**src/rtl/sag_pkg.sv**
```systemverilog
`timescale 1ns/1ps
package sag_pkg;
  localparam int SAG_NLVL   = 3;   // outer loops
  localparam int SAG_FLAG_W = 24;
  localparam int SAG_NSLOT  = 2;
  localparam logic [7:0] SAG_ST_OK    = 8'h00;
  localparam logic [7:0] SAG_ST_SUBMIT = 8'h03;
  localparam logic [7:0] SAG_ST_UNSUP = 8'h04;
  typedef enum logic [1:0] {ST_IDLE, ST_RUN, ST_DONE} sag_state_e;
endpackage

```
**src/rtl/sag_decode.sv**
```systemverilog
`timescale 1ns/1ps
module sag_decode import sag_pkg::*; #(
  parameter int CNT_W = 16
) (
  input  logic [SAG_FLAG_W-1:0]          flags,
  input  logic [CNT_W-1:0]               cnt0,
  output logic                           err,
  output logic [7:0]                     err_status,
  output logic [1:0]                     dims,
  output logic [1:0]                     evsize,
  output logic                           hold,
  output logic [7:0]                     cmd,
  output logic [SAG_NSLOT-1:0][1:0]      tsel,
  output logic [SAG_NSLOT-1:0][1:0]      tkind
);
  logic unused_static;
  assign unused_static = flags[4];

  always_comb begin
    err        = 1'b0;
    err_status = SAG_ST_OK;
    if (flags[3:0] > 4'd3) begin
      err        = 1'b1;
      err_status = SAG_ST_UNSUP;
    end else if (cnt0 == '0) begin
      err        = 1'b1;
      err_status = SAG_ST_SUBMIT;
    end
  end

  assign dims   = flags[1:0];
  assign hold   = flags[5];
  assign evsize = flags[7:6];
  assign cmd    = flags[23:16];

  for (genvar s = 0; s < SAG_NSLOT; s++) begin : g_slot
    assign tsel[s]  = flags[8 + 4*s +: 2];
    assign tkind[s] = flags[10 + 4*s +: 2];
  end
endmodule

```
**src/rtl/sag_loops.sv**
```systemverilog
`timescale 1ns/1ps
module sag_loops #(
  parameter int CNT_W = 16,
  parameter int NLVL  = 3
) (
  input  logic                       clk,
  input  logic                       rst,
  input  logic                       load,
  input  logic [1:0]                 dims,
  input  logic [NLVL-1:0][CNT_W-1:0] cnt_in,
  input  logic                       fire,
  output logic [NLVL-1:0]            step_v,
  output logic [NLVL:0]              carry
);
  logic [NLVL-1:0][CNT_W-1:0] idx_q, lim_q;
  logic [NLVL-1:0]            last_v;

  assign carry[0] = 1'b1;

  for (genvar g = 0; g < NLVL; g++) begin : g_lvl
    assign last_v[g]  = (idx_q[g] == lim_q[g]);
    assign carry[g+1] = carry[g] & last_v[g];
    assign step_v[g]  = fire & carry[g] & ~last_v[g];

    always_ff @(posedge clk) begin
      if (rst) begin
        idx_q[g] <= '0;
        lim_q[g] <= '0;
      end else if (load) begin
        idx_q[g] <= '0;
        lim_q[g] <= (dims > 2'(g) && cnt_in[g] != '0) ? cnt_in[g] - CNT_W'(1) : '0;
      end else if (fire) begin
        if (step_v[g])     idx_q[g] <= idx_q[g] + CNT_W'(1);
        else if (carry[g]) idx_q[g] <= '0;
      end
    end
  end
endmodule

```
**src/rtl/sag_trig_slot.sv**
```systemverilog
`timescale 1ns/1ps
module sag_trig_slot (
  input  logic       clk,
  input  logic       rst,
  input  logic       start,
  input  logic [1:0] sel_in,
  input  logic [1:0] kind_in,
  input  logic [2:0] trig,
  input  logic       fire,
  input  logic [3:0] step_ext,
  output logic       ok
);
  logic [1:0] sel_q, kind_q;
  logic       need_q, armed_q, line, hit;

  always_comb begin
    case (sel_q)
      2'd1:    line = trig[0];
      2'd2:    line = trig[1];
      2'd3:    line = trig[2];
      default: line = 1'b0;
    endcase
  end

  assign hit = (kind_q != 2'd3) && step_ext[kind_q];
  assign ok  = (sel_q == 2'd0) || !need_q || armed_q;

  always_ff @(posedge clk) begin
    if (rst) begin
      sel_q   <= '0;
      kind_q  <= '0;
      need_q  <= 1'b0;
      armed_q <= 1'b0;
    end else if (start) begin
      sel_q   <= sel_in;
      kind_q  <= kind_in;
      need_q  <= 1'b1;
      armed_q <= 1'b0;
    end else if (fire) begin
      need_q  <= hit;
      armed_q <= need_q ? line : (armed_q | line);
    end else begin
      armed_q <= armed_q | line;
    end
  end
endmodule

```
**src/rtl/stride_agen.sv**
```systemverilog
`timescale 1ns/1ps
module stride_agen import sag_pkg::*; #(
  parameter int ADDR_W   = 64,
  parameter int CNT_W    = 16,
  parameter int STRIDE_W = 32
) (
  input  logic                  clk,
  input  logic                  rst,
  input  logic                  rec_valid,
  output logic                  rec_ready,
  input  logic [SAG_FLAG_W-1:0] rec_flags,
  input  logic [CNT_W-1:0]      rec_cnt0,
  input  logic [CNT_W-1:0]      rec_cnt1,
  input  logic [CNT_W-1:0]      rec_cnt2,
  input  logic [CNT_W-1:0]      rec_cnt3,
  input  logic [ADDR_W-1:0]     rec_base,
  input  logic [STRIDE_W-1:0]   rec_stride1,
  input  logic [STRIDE_W-1:0]   rec_stride2,
  input  logic [STRIDE_W-1:0]   rec_stride3,
  input  logic [2:0]            trig_pulse,
  output logic                  burst_valid,
  input  logic                  burst_ready,
  output logic [ADDR_W-1:0]     burst_addr,
  output logic [CNT_W-1:0]      burst_len,
  output logic                  evt_pulse,
  output logic                  resp_valid,
  output logic [7:0]            resp_status,
  output logic [7:0]            resp_cmd
);
  localparam int NLVL  = SAG_NLVL;
  localparam int LVL_W = $clog2(NLVL);

  sag_state_e state_q;
  logic accept, fire, done;

  // record decode
  logic                          dec_err, dec_hold;
  logic [7:0]                    dec_status, dec_cmd;
  logic [1:0]                    dec_dims, dec_es;
  logic [SAG_NSLOT-1:0][1:0]     dec_tsel, dec_tkind;

  sag_decode #(.CNT_W(CNT_W)) u_dec (
    .flags(rec_flags), .cnt0(rec_cnt0), .err(dec_err), .err_status(dec_status),
    .dims(dec_dims), .evsize(dec_es), .hold(dec_hold), .cmd(dec_cmd),
    .tsel(dec_tsel), .tkind(dec_tkind)
  );

  // loop counters
  logic [NLVL-1:0]            step_v;
  logic [NLVL:0]              carry;
  logic [NLVL-1:0][CNT_W-1:0] cnt_pack;
  assign cnt_pack = {rec_cnt3, rec_cnt2, rec_cnt1};

  sag_loops #(.CNT_W(CNT_W), .NLVL(NLVL)) u_loops (
    .clk(clk), .rst(rst), .load(accept), .dims(dec_dims), .cnt_in(cnt_pack),
    .fire(fire), .step_v(step_v), .carry(carry)
  );
  assign done = carry[NLVL];

  // trigger slots
  logic [SAG_NSLOT-1:0] slot_ok;
  for (genvar s = 0; s < SAG_NSLOT; s++) begin : g_trig
    sag_trig_slot u_slot (
      .clk(clk), .rst(rst), .start(accept && !dec_err),
      .sel_in(dec_tsel[s]), .kind_in(dec_tkind[s]), .trig(trig_pulse),
      .fire(fire), .step_ext({1'b0, step_v}), .ok(slot_ok[s])
    );
  end

  assign rec_ready   = (state_q == ST_IDLE) || (state_q == ST_DONE && !hold_q);
  assign burst_valid = (state_q == ST_RUN) && (&slot_ok);
  assign accept      = rec_valid && rec_ready;
  assign fire        = burst_valid && burst_ready;

  // address accumulators: a_q[0] is the live burst address
  logic                              hold_q;
  logic [1:0]                        dims_q, es_q;
  logic [7:0]                        cmd_q;
  logic [NLVL-1:0][STRIDE_W-1:0]     str_q;
  logic [NLVL-1:0][ADDR_W-1:0]       a_q, s_ext;
  logic [LVL_W-1:0]                  hi;
  logic [ADDR_W-1:0]                 a_next;
  logic                              ev_cond;

  for (genvar g = 0; g < NLVL; g++) begin : g_sext
    assign s_ext[g] = {{(ADDR_W-STRIDE_W){str_q[g][STRIDE_W-1]}}, str_q[g]};
  end

  always_comb begin
    hi = '0;
    for (int k = 0; k < NLVL; k++) if (step_v[k]) hi = LVL_W'(k);
    a_next = a_q[hi] + s_ext[hi];
  end

  always_comb begin
    if (es_q == 2'd0)        ev_cond = done;
    else if (dims_q >= es_q) ev_cond = carry[es_q - 2'd1];
    else                     ev_cond = done;
  end

  always_ff @(posedge clk) begin
    if (rst) begin
      a_q   <= '0;
      str_q <= '0;
    end else if (accept) begin
      for (int j = 0; j < NLVL; j++) a_q[j] <= rec_base;
      str_q <= {rec_stride3, rec_stride2, rec_stride1};
    end else if (fire && (|step_v)) begin
      for (int j = 0; j < NLVL; j++) if (LVL_W'(j) <= hi) a_q[j] <= a_next;
    end
  end
  assign burst_addr = a_q[0];

  always_ff @(posedge clk) begin
    if (rst) begin
      state_q     <= ST_IDLE;
      hold_q      <= 1'b0;
      dims_q      <= '0;
      es_q        <= '0;
      cmd_q       <= '0;
      burst_len   <= '0;
      evt_pulse   <= 1'b0;
      resp_valid  <= 1'b0;
      resp_status <= '0;
      resp_cmd    <= '0;
    end else begin
      evt_pulse  <= 1'b0;
      resp_valid <= 1'b0;
      if (accept) begin
        hold_q    <= dec_hold;
        dims_q    <= dec_dims;
        es_q      <= dec_es;
        cmd_q     <= dec_cmd;
        burst_len <= rec_cnt0;
        if (dec_err) begin
          state_q     <= ST_DONE;
          resp_valid  <= 1'b1;
          resp_status <= dec_status;
          resp_cmd    <= dec_cmd;
        end else begin
          state_q <= ST_RUN;
        end
      end else if (fire) begin
        evt_pulse <= ev_cond;
        if (done) begin
          state_q     <= ST_DONE;
          resp_valid  <= 1'b1;
          resp_status <= SAG_ST_OK;
          resp_cmd    <= cmd_q;
        end
      end else if (state_q == ST_DONE) begin
        state_q <= ST_IDLE;
      end
    end
  end
endmodule

```
**config.mk**
```make
export PLATFORM = sky130hd
export DESIGN_NAME = stride_agen
export DESIGN_NICKNAME = d
export VERILOG_FILES = /design/src/rtl/sag_pkg.sv /design/src/rtl/sag_decode.sv /design/src/rtl/sag_loops.sv /design/src/rtl/sag_trig_slot.sv /design/src/rtl/stride_agen.sv
export SDC_FILE = /design/constraint.sdc
export NUM_CORES = 1
export LEC_CHECK = 0
export CAP_MARGIN = 20
export CORE_ASPECT_RATIO = 1.1
export CORE_UTILIZATION = 30
export DETAILED_ROUTE_END_ITERATION = 8
export HOLD_SLACK_MARGIN = 0.05
export PLACE_DENSITY_LB_ADDON = 0.3
export SLEW_MARGIN = 20
export SYNTH_ARGS = -nofsm -noshare
export SYNTH_HDL_FRONTEND = slang
export SYNTH_HIERARCHICAL = 1
export SYNTH_SLANG_ARGS = --single-unit
export TNS_END_PERCENT = 5
```
**constraint.sdc**
```tcl
create_clock -name clk -period 9.25 [get_ports clk]
set_input_delay 1.85 -clock clk [delete_from_list [all_inputs] [get_ports clk]]
set_output_delay 1.85 -clock clk [all_outputs]
set_load 0.02 [all_outputs]
```
Yosys cells after proc, flatten, opt, wreduce, memory -nomap -nowiden
Index checks and enable logic that the tools add are counted.
{"block": "op_classes", "n_eq_ne": 15, "n_lt_le_gt_ge": 12, "bitwise_logic": 13, "n_reduce_logical": 50, "muxes": 58, "add_sub_neg": 8}
{"cell": "$mux 192", "count": 2}
{"cell": "$mux 64", "count": 5}
{"cell": "$bmux 64 s2", "count": 2}
{"cell": "$mux 16", "count": 8}
{"cell": "$mux 8", "count": 9}
{"cell": "$add 64x64->64", "count": 1}
{"cell": "$add 16x1->16 const B", "count": 3}
{"cell": "$eq 16x16->1", "count": 3}
{"cell": "$reduce_bool 16->1", "count": 3}
{"cell": "$sub 16x1->16 const B", "count": 3}
{"cell": "$mux 1", "count": 20}
{"cell": "$reduce_bool 2->1", "count": 9}
{"cell": "$logic_not 16->1", "count": 1}
{"cell": "$mux 2", "count": 7}
{"cell": "$reduce_and 2->1", "count": 7}
{"cell": "$lt 2x3->1 const B", "count": 4}
{"cell": "$logic_and 1x1->1", "count": 11}
{"cell": "$eq 2x2->1 const B", "count": 5}
{"cell": "$logic_not 2->1", "count": 4}
{"cell": "$and 1x1->1", "count": 7}
{"cell": "$bmux 1 s2", "count": 3}
{"cell": "$eq 2x1->1 const B", "count": 3}
{"cell": "$pmux 1 s3", "count": 2}
{"cell": "$reduce_or 3->1", "count": 2}
{"cell": "other kinds (17)", "count": 32}
{"block": "totals", "inputBits": 255, "register_bits": 445}

Depth between registers and ports, before layout
Gate-level depths: netlist of the first run.
{"block": "logic_depth", "depth_word": 16, "depth_mapped": 30, "mapped_depth_nobuf": 22}

Modules after synthesis
Netlist of the first run, hierarchy kept.
{"module": "stride_agen", "area_per_inst_um2": 18760.5, "cells_per_inst": 2514, "n_inst": 1}
{"module": "sag_loops", "area_per_inst_um2": 5206.2, "cells_per_inst": 641, "n_inst": 1}
{"module": "sag_trig_slot", "area_per_inst_um2": 272.8, "cells_per_inst": 28, "n_inst": 2}
{"module": "sag_decode", "area_per_inst_um2": 260.2, "cells_per_inst": 36, "n_inst": 1}

Worst setup path after synthesis of the first run
OpenSTA, ideal clock, no wires.
{"block": "synth_timing", "path_kind": "input to register", "startpoint": "input burst_ready", "endpoint": "register a_q, in the netlist burst_addr[32]", "setup_slack_ns": 2.041, "t_required_ns": 9.180, "path_stages": 27, "t_arrival_ns": 7.139, "path_buffers": 8, "path_cell_list": "and2_1 clkbuf_1 nand4b_2 clkbuf_2 inv_1 buf_2 clkbuf_1 clkbuf_1 clkbuf_1 clkbuf_1 clkbuf_1 nand2_1 o21ai_0 ha_1 inv_1 fa_1 nor2b_1 o31a_1 o31ai_1 a211oi_1 o311ai_0 and2_1 o21ai_0 a21oi_1 xor2_1 a211o_1 a21oi_1"}
{"block": "synth_via", "elab_cells_between_ends": 22}
{"element": "start: declaration", "line_no": "stride_agen.sv:22", "text": "input logic burst_ready,"}
{"element": "$logic_and 1x1->1 *", "line_no": "stride_agen.sv:73", "text": "assign fire = burst_valid && burst_ready;"}
{"element": "net fire", "line_no": "stride_agen.sv:34", "text": "logic accept, fire, done;"}
{"element": "$and 1x1->1 * (2 in series)", "line_no": "sag_loops.sv:23", "text": "assign step_v[g] = fire & carry[g] & ~last_v[g];"}
{"element": "net step_v[2]", "line_no": "stride_agen.sv:49", "text": "logic [NLVL-1:0] step_v;"}
{"element": "$mux 2", "line_no": "stride_agen.sv:91", "text": "for (int k = 0; k < NLVL; k++) if (step_v[k]) hi = LVL_W'(k);"}
{"element": "$bmux 64 s2", "line_no": "stride_agen.sv:92", "text": "a_next = a_q[hi] + s_ext[hi];"}
{"element": "$mux 64 (not written as such)", "line_no": "stride_agen.sv:92"}
{"element": "$add 64x64->64", "line_no": "stride_agen.sv:92"}
{"element": "$mux 64", "line_no": "stride_agen.sv:109", "text": "for (int j = 0; j < NLVL; j++) if (LVL_W'(j) <= hi) a_q[j] <= a_next;"}
{"element": "$mux 192", "line_no": "stride_agen.sv:108", "text": "end else if (fire && (|step_v)) begin"}
{"element": "$mux 192", "line_no": "stride_agen.sv:105", "text": "end else if (accept) begin"}
{"element": "end signal: assignment", "line_no": "stride_agen.sv:103", "text": "a_q <= '0;"}
{"element": "end: declaration", "line_no": "stride_agen.sv:80", "text": "logic [NLVL-1:0][ADDR_W-1:0] a_q, s_ext;"}
Mark *: on every way through the listed nets, which the timed path passes. The rest lies on a longest branch. The select of a mux whose other input is x is not followed.
A chain may end at the register's enable or synchronous reset.

Worst setup path in the final report of the first run
{"block": "layout_timing", "startpoint": "input burst_ready", "endpoint": "register a_q[160] (netlist name)"}
{"block": "layout_via", "elab_chain_cells": 11, "elab_cells_between_ends": 22}
{"element": "$logic_and 1x1->1 *", "line_no": "stride_agen.sv:73"}
{"element": "$and 1x1->1 * (2 in series)", "line_no": "sag_loops.sv:23"}
{"element": "net step_v[1]", "line_no": "stride_agen.sv:49"}
{"element": "$mux 1", "line_no": "stride_agen.sv:91"}
{"element": "$mux 2", "line_no": "stride_agen.sv:91"}
{"element": "$bmux 64 s2", "line_no": "stride_agen.sv:92"}
{"element": "$mux 64 (not written as such)", "line_no": "stride_agen.sv:92"}
{"element": "$add 64x64->64", "line_no": "stride_agen.sv:92"}
{"element": "$mux 64", "line_no": "stride_agen.sv:109"}
{"element": "$mux 192", "line_no": "stride_agen.sv:108"}
{"element": "$mux 192", "line_no": "stride_agen.sv:105"}
Marked as above.

==> results of run 1 <==
## worst max-delay path by stage
stage / cells past startpoint / startpoint / endpoint / slack (ns)
floorplan: 27 / burst_ready / burst_addr[32]$_SDFFE_PP0P_ / 2.04
global placement: 19 / burst_ready / burst_addr[53]$_SDFFE_PP0P_ / 1.40
detailed placement: 21 / burst_ready / a_q[160]$_SDFFE_PP0P_ / 1.30
CTS: 21 / burst_ready / a_q[160]$_SDFFE_PP0P_ / 1.93
global route: 21 / burst_ready / burst_addr[56]$_SDFFE_PP0P_ / 1.63
finish: 21 / burst_ready / a_q[160]$_SDFFE_PP0P_ / 1.93
## sequential cells by signal, indices dropped and copies added, names as in the netlist, 4 cells and up
register	cells
u_loops/idx_q	48
g_trig.u_slot/sel_q	4
burst_len	16
burst_addr	64
cmd_q	8
a_q	128
s_ext	96
u_loops/lim_q	48
resp_status	8
g_trig.u_slot/kind_q	4
resp_cmd	8
## final cells by class
class	instances	share of cell area
Multi-Input combinational cell	2470	0.4696
Sequential cell	445	0.2939
Timing Repair Buffer	396	0.1290
Clock buffer	79	0.05192
Tap cell	1064	0.04391
Clock inverter	15	0.006232
Inverter	40	0.005448
## power by group
group	total (mW)	leakage (nW)	switching [mW]	internal, mW
Sequential	2.12	3.66	0.0733	2.05
Clock	2.12	0.870	0.866	1.25
Combinational	0.993	6.12	0.583	0.410
## stage by stage
step | std cells | area, um2
final | 4509 | 30320
after global routing | 4509 | 30320
after CTS | 4509 | 30320
after detailed placement | 4415 | 28550
after global placement | 4415 | 28550
after floorplan | 3250 | 24780
## worst min-delay path, delay by kind of cell (launching register included)
kind	cells	cell delay, ns
and+or+nand+nor	1	0.05
AOI/OAI and AO/OA	1	0.05
DFF	1	0.31
## routing by layer
layer / vias to the layer above / track usage / wire length, um / part of all wire
li1: 11529 / - / - / -
met1: 10708 / 0.2565 / 37740 / 0.46
met2: 562 / 0.3170 / 38560 / 0.47
met3: 89 / 0.03062 / 4137 / 0.051
met4: 6 / 0.03938 / 1345 / 0.016
met5: - / 0 / 36 / 0.00044
==> summary.md, run 1 <==
| Metric | Value |
|---|---|
| Outcome | `finished clean` |
| Worst-path maximum fanout | `31` |
| Row cnt | `110` |
| Reg2Reg Setup Slack | `2.42 ns` |
| Die Span X | `276.0 um` |
| Measured slew at the worst slew-check pin | `slightly below 1 ns` |
| CP endpoint kind | `flop` |
| Final worst-path cycle share | `0.7914` |
| CTS tree | `yes` |
| Leak Pwr | `between 10 and 15 nW` |
| First-pass GRT wire length | `~120 mm` |
| P per Cell Area | `about 170 nW/um2` |
| DR vias | `~23000` |
| Worst Hold End | `a_q[78]$_SDFFE_PP0P_` |
| Cts hold-fix bufs | `0` |
| Resized Gates After CTS | `0` |
| Commonest non-fill, non-tap cell in the layout | `nand2_1` |
| Crit Path Category | `input pin to flop` |
| Clock slew at reported path FFs | `~0.06 ns` |
| First DRT Iteration DRCs | `1616` |
| Synthesized area per cell | `7.631 um2` |
| Post-DP HPWL | `58.06 mm` |
| Mapped Cells | `~3200` |
| Vias in the first global route | `between 20000 and 25000` |
| Layout cell share with drive strength beyond 1 | `0.05718` |
| Pre-Repair DR Iteration Count | `5` |
| Worst Path Required | `9.70 ns` |
| Mean number of vias per cell | `between 5 and 6` |
| Nets | `roughly 3700` |
| Min Clock Period, post-route | `7.320 ns` |
| Achievable Freq | `0.1366 GHz` |
| Core Area | `between 80000 and 90000 um2` |
| Startpoint types | `input pin` |
| # setup viols final | `0` |
| Register-to-Register Path Depth | `21` |
| Worst hold slack | `around 0.45 ns` |
| Worst EP arrival | `just under 8 ns` |
| Final Max Tran Viols | `0` |
| GP Congestion | `~0.90` |
| Setup WS pre-CTS | `roughly 1.3 ns` |
| Die H | `slightly above 300 um` |
| Slew headroom | `0.3402` |
| Footprint of the multi-input gates | `14240 um2` |
| Cell family with the largest share of critical-path delay | `compound AO/OA/AOI/OAI gates` |
| Reg area | `8909 um2` |
| Slowest cell on crit path | `o311ai_0` |
| Cts bufs inserted | `between 50 and 60` |
| Most frequent cells in the layout | `602 x nand2_1, 445 x dfxtp_1, 352 x clkdlybuf4s50_1` |
| Total power | `roughly 5.2 mW` |
| Routed Antenna Nets | `0` |
| Root Buffer | `clkbuf_16` |
| Critical Path, Cell by Cell | `clkdlybuf4s50_1 -> and2_1 -> buf_4 -> nand3b_2 -> inv_6 -> mux2i_1 -> o21ai_0 -> ha_1 -> inv_1 -> fa_1 -> nor2b_1 -> o31a_1 -> o31ai_1 -> a211oi_1 -> o311ai_0 -> and2_1 -> o21ai_0 -> a21oi_1 -> xor2_1 -> a211o_1 -> a21oi_1` |
| Yosys warnings | `6` |
| Detailed Route WL | `81.83 mm` |
| Die ar. | `83720 um2` |
| Worst IR drop on VDD | `between 100 and 150 uV` |
| WP buf/inv | `4` |
| Remaining Overflow, GRT | `0` |
| Final WS setup | `roughly 1.9 ns` |
| Diode count | `0` |
| Remaining DRCs | `0` |
| Clk Latency, worst-skew pair | `0.61 ns` |
| Setup TNS | `0 ns` |
| Total GRT Usage | `0.1899` |
| Clock skew | `about 0.017 ns` |
| Synthesized cell area | `24770 um2` |
| Class of the worst hold path | `flop to flop` |
| Hold Path Stages | `2` |
| Longest Clk Path Bufs | `3` |
| Final Hold Vio Count | `0` |
| Port bufs | `about 350` |
| Setup bufs post-CTS | `0` |
| Area Growth Syn to Fin | `22.40%` |
| Worst reg2reg path endpoint | `a_q[160]$_SDFFE_PP0P_` |
| Io pins | `355` |
| Final Util | `0.3708` |
| Worst reg2reg path startpoint | `u_loops/idx_q[6]$_SDFFE_PP0P_` |
| Worst Hold Launch | `a_q[78]$_SDFFE_PP0P_` |
| Htree depth | `2` |
| Maxcap violations | `0` |
| RSZ-0062 raised after global routing | `false` |
| Fillers | `approximately 8600` |
| Post-DR wirelength/cell | `~18 um` |
| Worst path max stage delay | `between 0.6 and 0.7 ns` |
| Largest net degree at the start of global routing | `120` |
| Clock tree sinks | `445` |
| Initial Utilization | `0.3030` |
| Initial antenna violation count | `3` |
Power figures use the tool's default switching activity.
==> run 2, diff against run 1 <==
- clock period: 9.25 -> 5.93 ns (I/O delays scaled with it)
==> summary.md, run 2 (same netlist as run 1, synthesis figures left out) <==
| Metric | Value |
|---|---|
| Class of the worst hold path | `flop to flop (unchanged)` |
| Initial antenna violation count | `3 (unchanged)` |
| Worst EP arrival | `6.18 ns (was 7.77 ns)` |
| Die ar. | `83720 um2 (unchanged)` |
| Routed Antenna Nets | `0 (unchanged)` |
| # setup viols final | `0 (unchanged)` |
| Setup WS pre-CTS | `-0.4458 ns (was 1.304 ns)` |
| Maxcap violations | `0 (unchanged)` |
| CP endpoint kind | `flop (unchanged)` |
| Crit Path Category | `input pin to flop (unchanged)` |
| Logic pwr share | `0.213 (was 0.190)` |
| Sequential power share | `0.400 (was 0.405)` |
| Cts bufs inserted | `50 (was 52)` |
| Nets | `3983 (was 3723)` |
| Cell internal pwr | `5.848 mW (was 3.709 mW)` |
| Remaining DRCs | `0 (unchanged)` |
| Final Hold Vio Count | `0 (unchanged)` |
| Layout cell share with drive strength beyond 1 | `0.1226 (was 0.05718)` |
| Vias in the first global route | `22405 (was 21396)` |
| Worst Setup SP | `burst_ready (unchanged)` |
| Most flops, register | `a_q (unchanged)` |
| Core Area | `81750 um2 (unchanged)` |
| Detailed Route WL | `83.23 mm (was 81.83 mm)` |
| RSZ-0062 raised after global routing | `false (unchanged)` |
| Final WS setup | `0.1826 ns (was 1.930 ns)` |
| Worst Path Required | `6.36 ns (was 9.70 ns)` |
| Placed Cells | `4677 (was 4415)` |
| Number of flip-flops in the largest register | `128 (unchanged)` |
| Longest Clk Path Bufs | `3 (unchanged)` |
| Startpoint types | `input pin (unchanged)` |
| GP Congestion | `0.9205 (was 0.9002)` |
| Crit path top cell by count | `buf_4` |
| Clk Latency, worst-skew pair | `0.62 ns (was 0.61 ns)` |
| First-pass GRT wire length | `127.1 mm (was 124.7 mm)` |
| Commonest non-fill, non-tap cell in the layout | `nand2_1 (unchanged)` |
| Worst reg2reg path endpoint | `a_q[184]$_SDFFE_PP0P_ (was a_q[160]$_SDFFE_PP0P_)` |
| Clock skew | `0.02806 ns (was 0.01704 ns)` |
| Io pins | `355 (unchanged)` |
| Post-DP HPWL | `61.72 mm (was 58.06 mm)` |
| Remaining Overflow, GRT | `0 (unchanged)` |
| Worst-path maximum fanout | `14 (was 31)` |
| CTS tree | `yes (unchanged)` |
| Sw frac | `0.2931 (was 0.2910)` |
| Final Util | `0.3946 (was 0.3708)` |
| Largest net degree at the start of global routing | `173 (was 120)` |
| Pre-Repair DR Iteration Count | `5 (unchanged)` |
| Final worst-path cycle share | `0.9692` |
| Slew headroom | `0.3178 (was 0.3402)` |
| Die H | `303.4 um (unchanged)` |
| Root Buffer | `clkbuf_16 (unchanged)` |
| Most frequent cells in the layout | `602 x nand2_1, 445 x dfxtp_1, 352 x clkdlybuf4s50_1 (unchanged)` |
| Worst reg2reg path startpoint | `u_loops/idx_q[11]$_SDFFE_PP0P_ (was u_loops/idx_q[6]$_SDFFE_PP0P_)` |
| Achievable Freq | `about 0.17 GHz` |
| Clock network power share | `0.388 (was 0.405)` |
| Die Span X | `276.0 um (unchanged)` |
| Initial Utilization | `0.3030 (unchanged)` |
| Total power | `8.273 mW (was 5.231 mW)` |
| Worst path max stage delay | `0.48 ns (was 0.63 ns)` |
| Htree depth | `2 (unchanged)` |
| Leak Pwr | `11.92 nW (was 10.65 nW)` |
| Final Max Tran Viols | `0 (unchanged)` |
| Sw Pwr | `2.425 mW (was 1.522 mW)` |
| First DRT Iteration DRCs | `1580 (was 1616)` |
| Mean number of vias per cell | `4.965 (was 5.077)` |
| Area Growth Syn to Fin | `30.24% (was 22.40%)` |
| Reg2Reg Setup Slack | `0.33 ns (was 2.42 ns)` |
| Clock tree sinks | `445 (unchanged)` |
| P per Cell Area | `256.4 nW/um2 (was 172.6 nW/um2)` |
| Slowest cell on crit path | `clkdlybuf4s50_1 (was o311ai_0)` |
| Min Clock Period, post-route | `between 5 and 6 ns` |
| Fin cells | `4768 (was 4509)` |
| CP Capture Point | `a_q[184]$_SDFFE_PP0P_ (was a_q[160]$_SDFFE_PP0P_)` |
| Total GRT Usage | `0.1929 (was 0.1899)` |
| Register-to-Register Path Depth | `24 (was 21)` |
| Critical Path, Cell by Cell | `clkdlybuf4s50_1 -> and2_1 -> nand3b_2 -> inv_8 -> mux2i_1 -> o21ai_0 -> ha_1 -> nor2b_1 -> o31a_1 -> o31ai_1 -> buf_4 -> buf_4 -> a211oi_1 -> o311ai_0 -> buf_4 -> nor2_1 -> buf_4 -> o21ai_2 -> buf_4 -> nand2_1 -> a211o_1 -> nand4_1 -> a311oi_1 (was clkdlybuf4s50_1 -> and2_1 -> buf_4 -> nand3b_2 -> inv_6 -> mux2i_1 -> o21ai_0 -> ha_1 -> inv_1 -> fa_1 -> nor2b_1 -> o31a_1 -> o31ai_1 -> a211oi_1 -> o311ai_0 -> and2_1 -> o21ai_0 -> a21oi_1 -> xor2_1 -> a211o_1 -> a21oi_1)` |
| Row cnt | `110 (unchanged)` |
| Clock slew at reported path FFs | `0.06 ns (about the same)` |
| Setup TNS | `0 ns (unchanged)` |
| Worst IR drop on VDD | `190.0 uV (was 149.2 uV)` |
| Measured slew at the worst slew-check pin | `1.023 ns (was 0.9622 ns)` |
| DR vias | `23675 (was 22894)` |
| Fillers | `8486 (was 8580)` |
| Outcome | `finished clean (unchanged)` |
| Port bufs | `353 (unchanged)` |
| Post-DR wirelength/cell | `17.46 um (was 18.15 um)` |
run 2: critical path: cells and delay by family:
kind / cells / cell delay (ns)
compound gates: 8 / 1.86
simple gates: 6 / 0.93
mux: 1 / 0.37
fa+ha+maj: 1 / 0.35
buf+inv: 7 / 1.48
run 2: worst min path at each step:
| stage | slack (ns) | end | depth (start not counted) | start |
|---|---|---|---|---|
| floorplan | 0.43 | a_q[107]$_SDFFE_PP0P_ | 2 | a_q[107]$_SDFFE_PP0P_ |
| CTS | 0.45 | burst_len[1]$_SDFFE_PP0P_ | 2 | burst_len[1]$_SDFFE_PP0P_ |
| global placement | 0.44 | a_q[90]$_SDFFE_PP0P_ | 2 | a_q[90]$_SDFFE_PP0P_ |
| detailed placement | 0.45 | s_ext[16]$_SDFFE_PP0P_ | 2 | s_ext[16]$_SDFFE_PP0P_ |
| finish | 0.45 | burst_len[1]$_SDFFE_PP0P_ | 2 | burst_len[1]$_SDFFE_PP0P_ |
| global route | 0.47 | s_ext[30]$_SDFFE_PP0P_ | 2 | s_ext[30]$_SDFFE_PP0P_ |
run 2: power by group through the flow:
stage | logic, mW | clock network (mW) | registers, mW
finish | 1.76 | 3.21 | 3.31
global route | 1.93 | 3.40 | 3.33
CTS | 1.76 | 3.30 | 3.30
detailed placement | 1.75 | 0 | 3.37
global placement | 1.75 | 0 | 3.37
floorplan | 0.998 | 0 | 3.35
run 2: routing by layer:
| metal | track usage | up-vias | share of wire |
|---|---|---|---|
| li1 | - | 12025 | - |
| met1 | 0.2575 | 10971 | 0.46 |
| met2 | 0.3236 | 576 | 0.47 |
| met3 | 0.02809 | 99 | 0.047 |
| met4 | 0.04958 | 4 | 0.022 |
| met5 | 0 | - | 0.00028 |
run 2: layout make-up:
type	instances	area, um2	area share
antenna	1	2.502	0.00007757
sequential	445	8909	0.2762
inverter	40	167.7	0.005197
timing repair buffer	658	5919	0.1835
clock inverter	20	264.0	0.008184
clock buffer	70	1418	0.04394
multi-input combinational	2470	14250	0.4417
tap	1064	1331	0.04127
run 2: stage by stage:
| step | area [um2] | hold slack, ns |
|---|---|---|
| final | 32260 | 0.4530 |
| after floorplan | 24800 | 0.4315 |
| after global routing | 32260 | 0.4694 |
| after CTS | 32230 | 0.4535 |
| after detailed placement | 30550 | 0.4458 |
| after global placement | 30550 | 0.4385 |
run 2: what timing repair did:
item / CTS / global route
hold buffers: 0 / 0
buffers inserted: 0 / 0
setup endpoints to repair: 0 / 35
resized for setup: 0 / 8
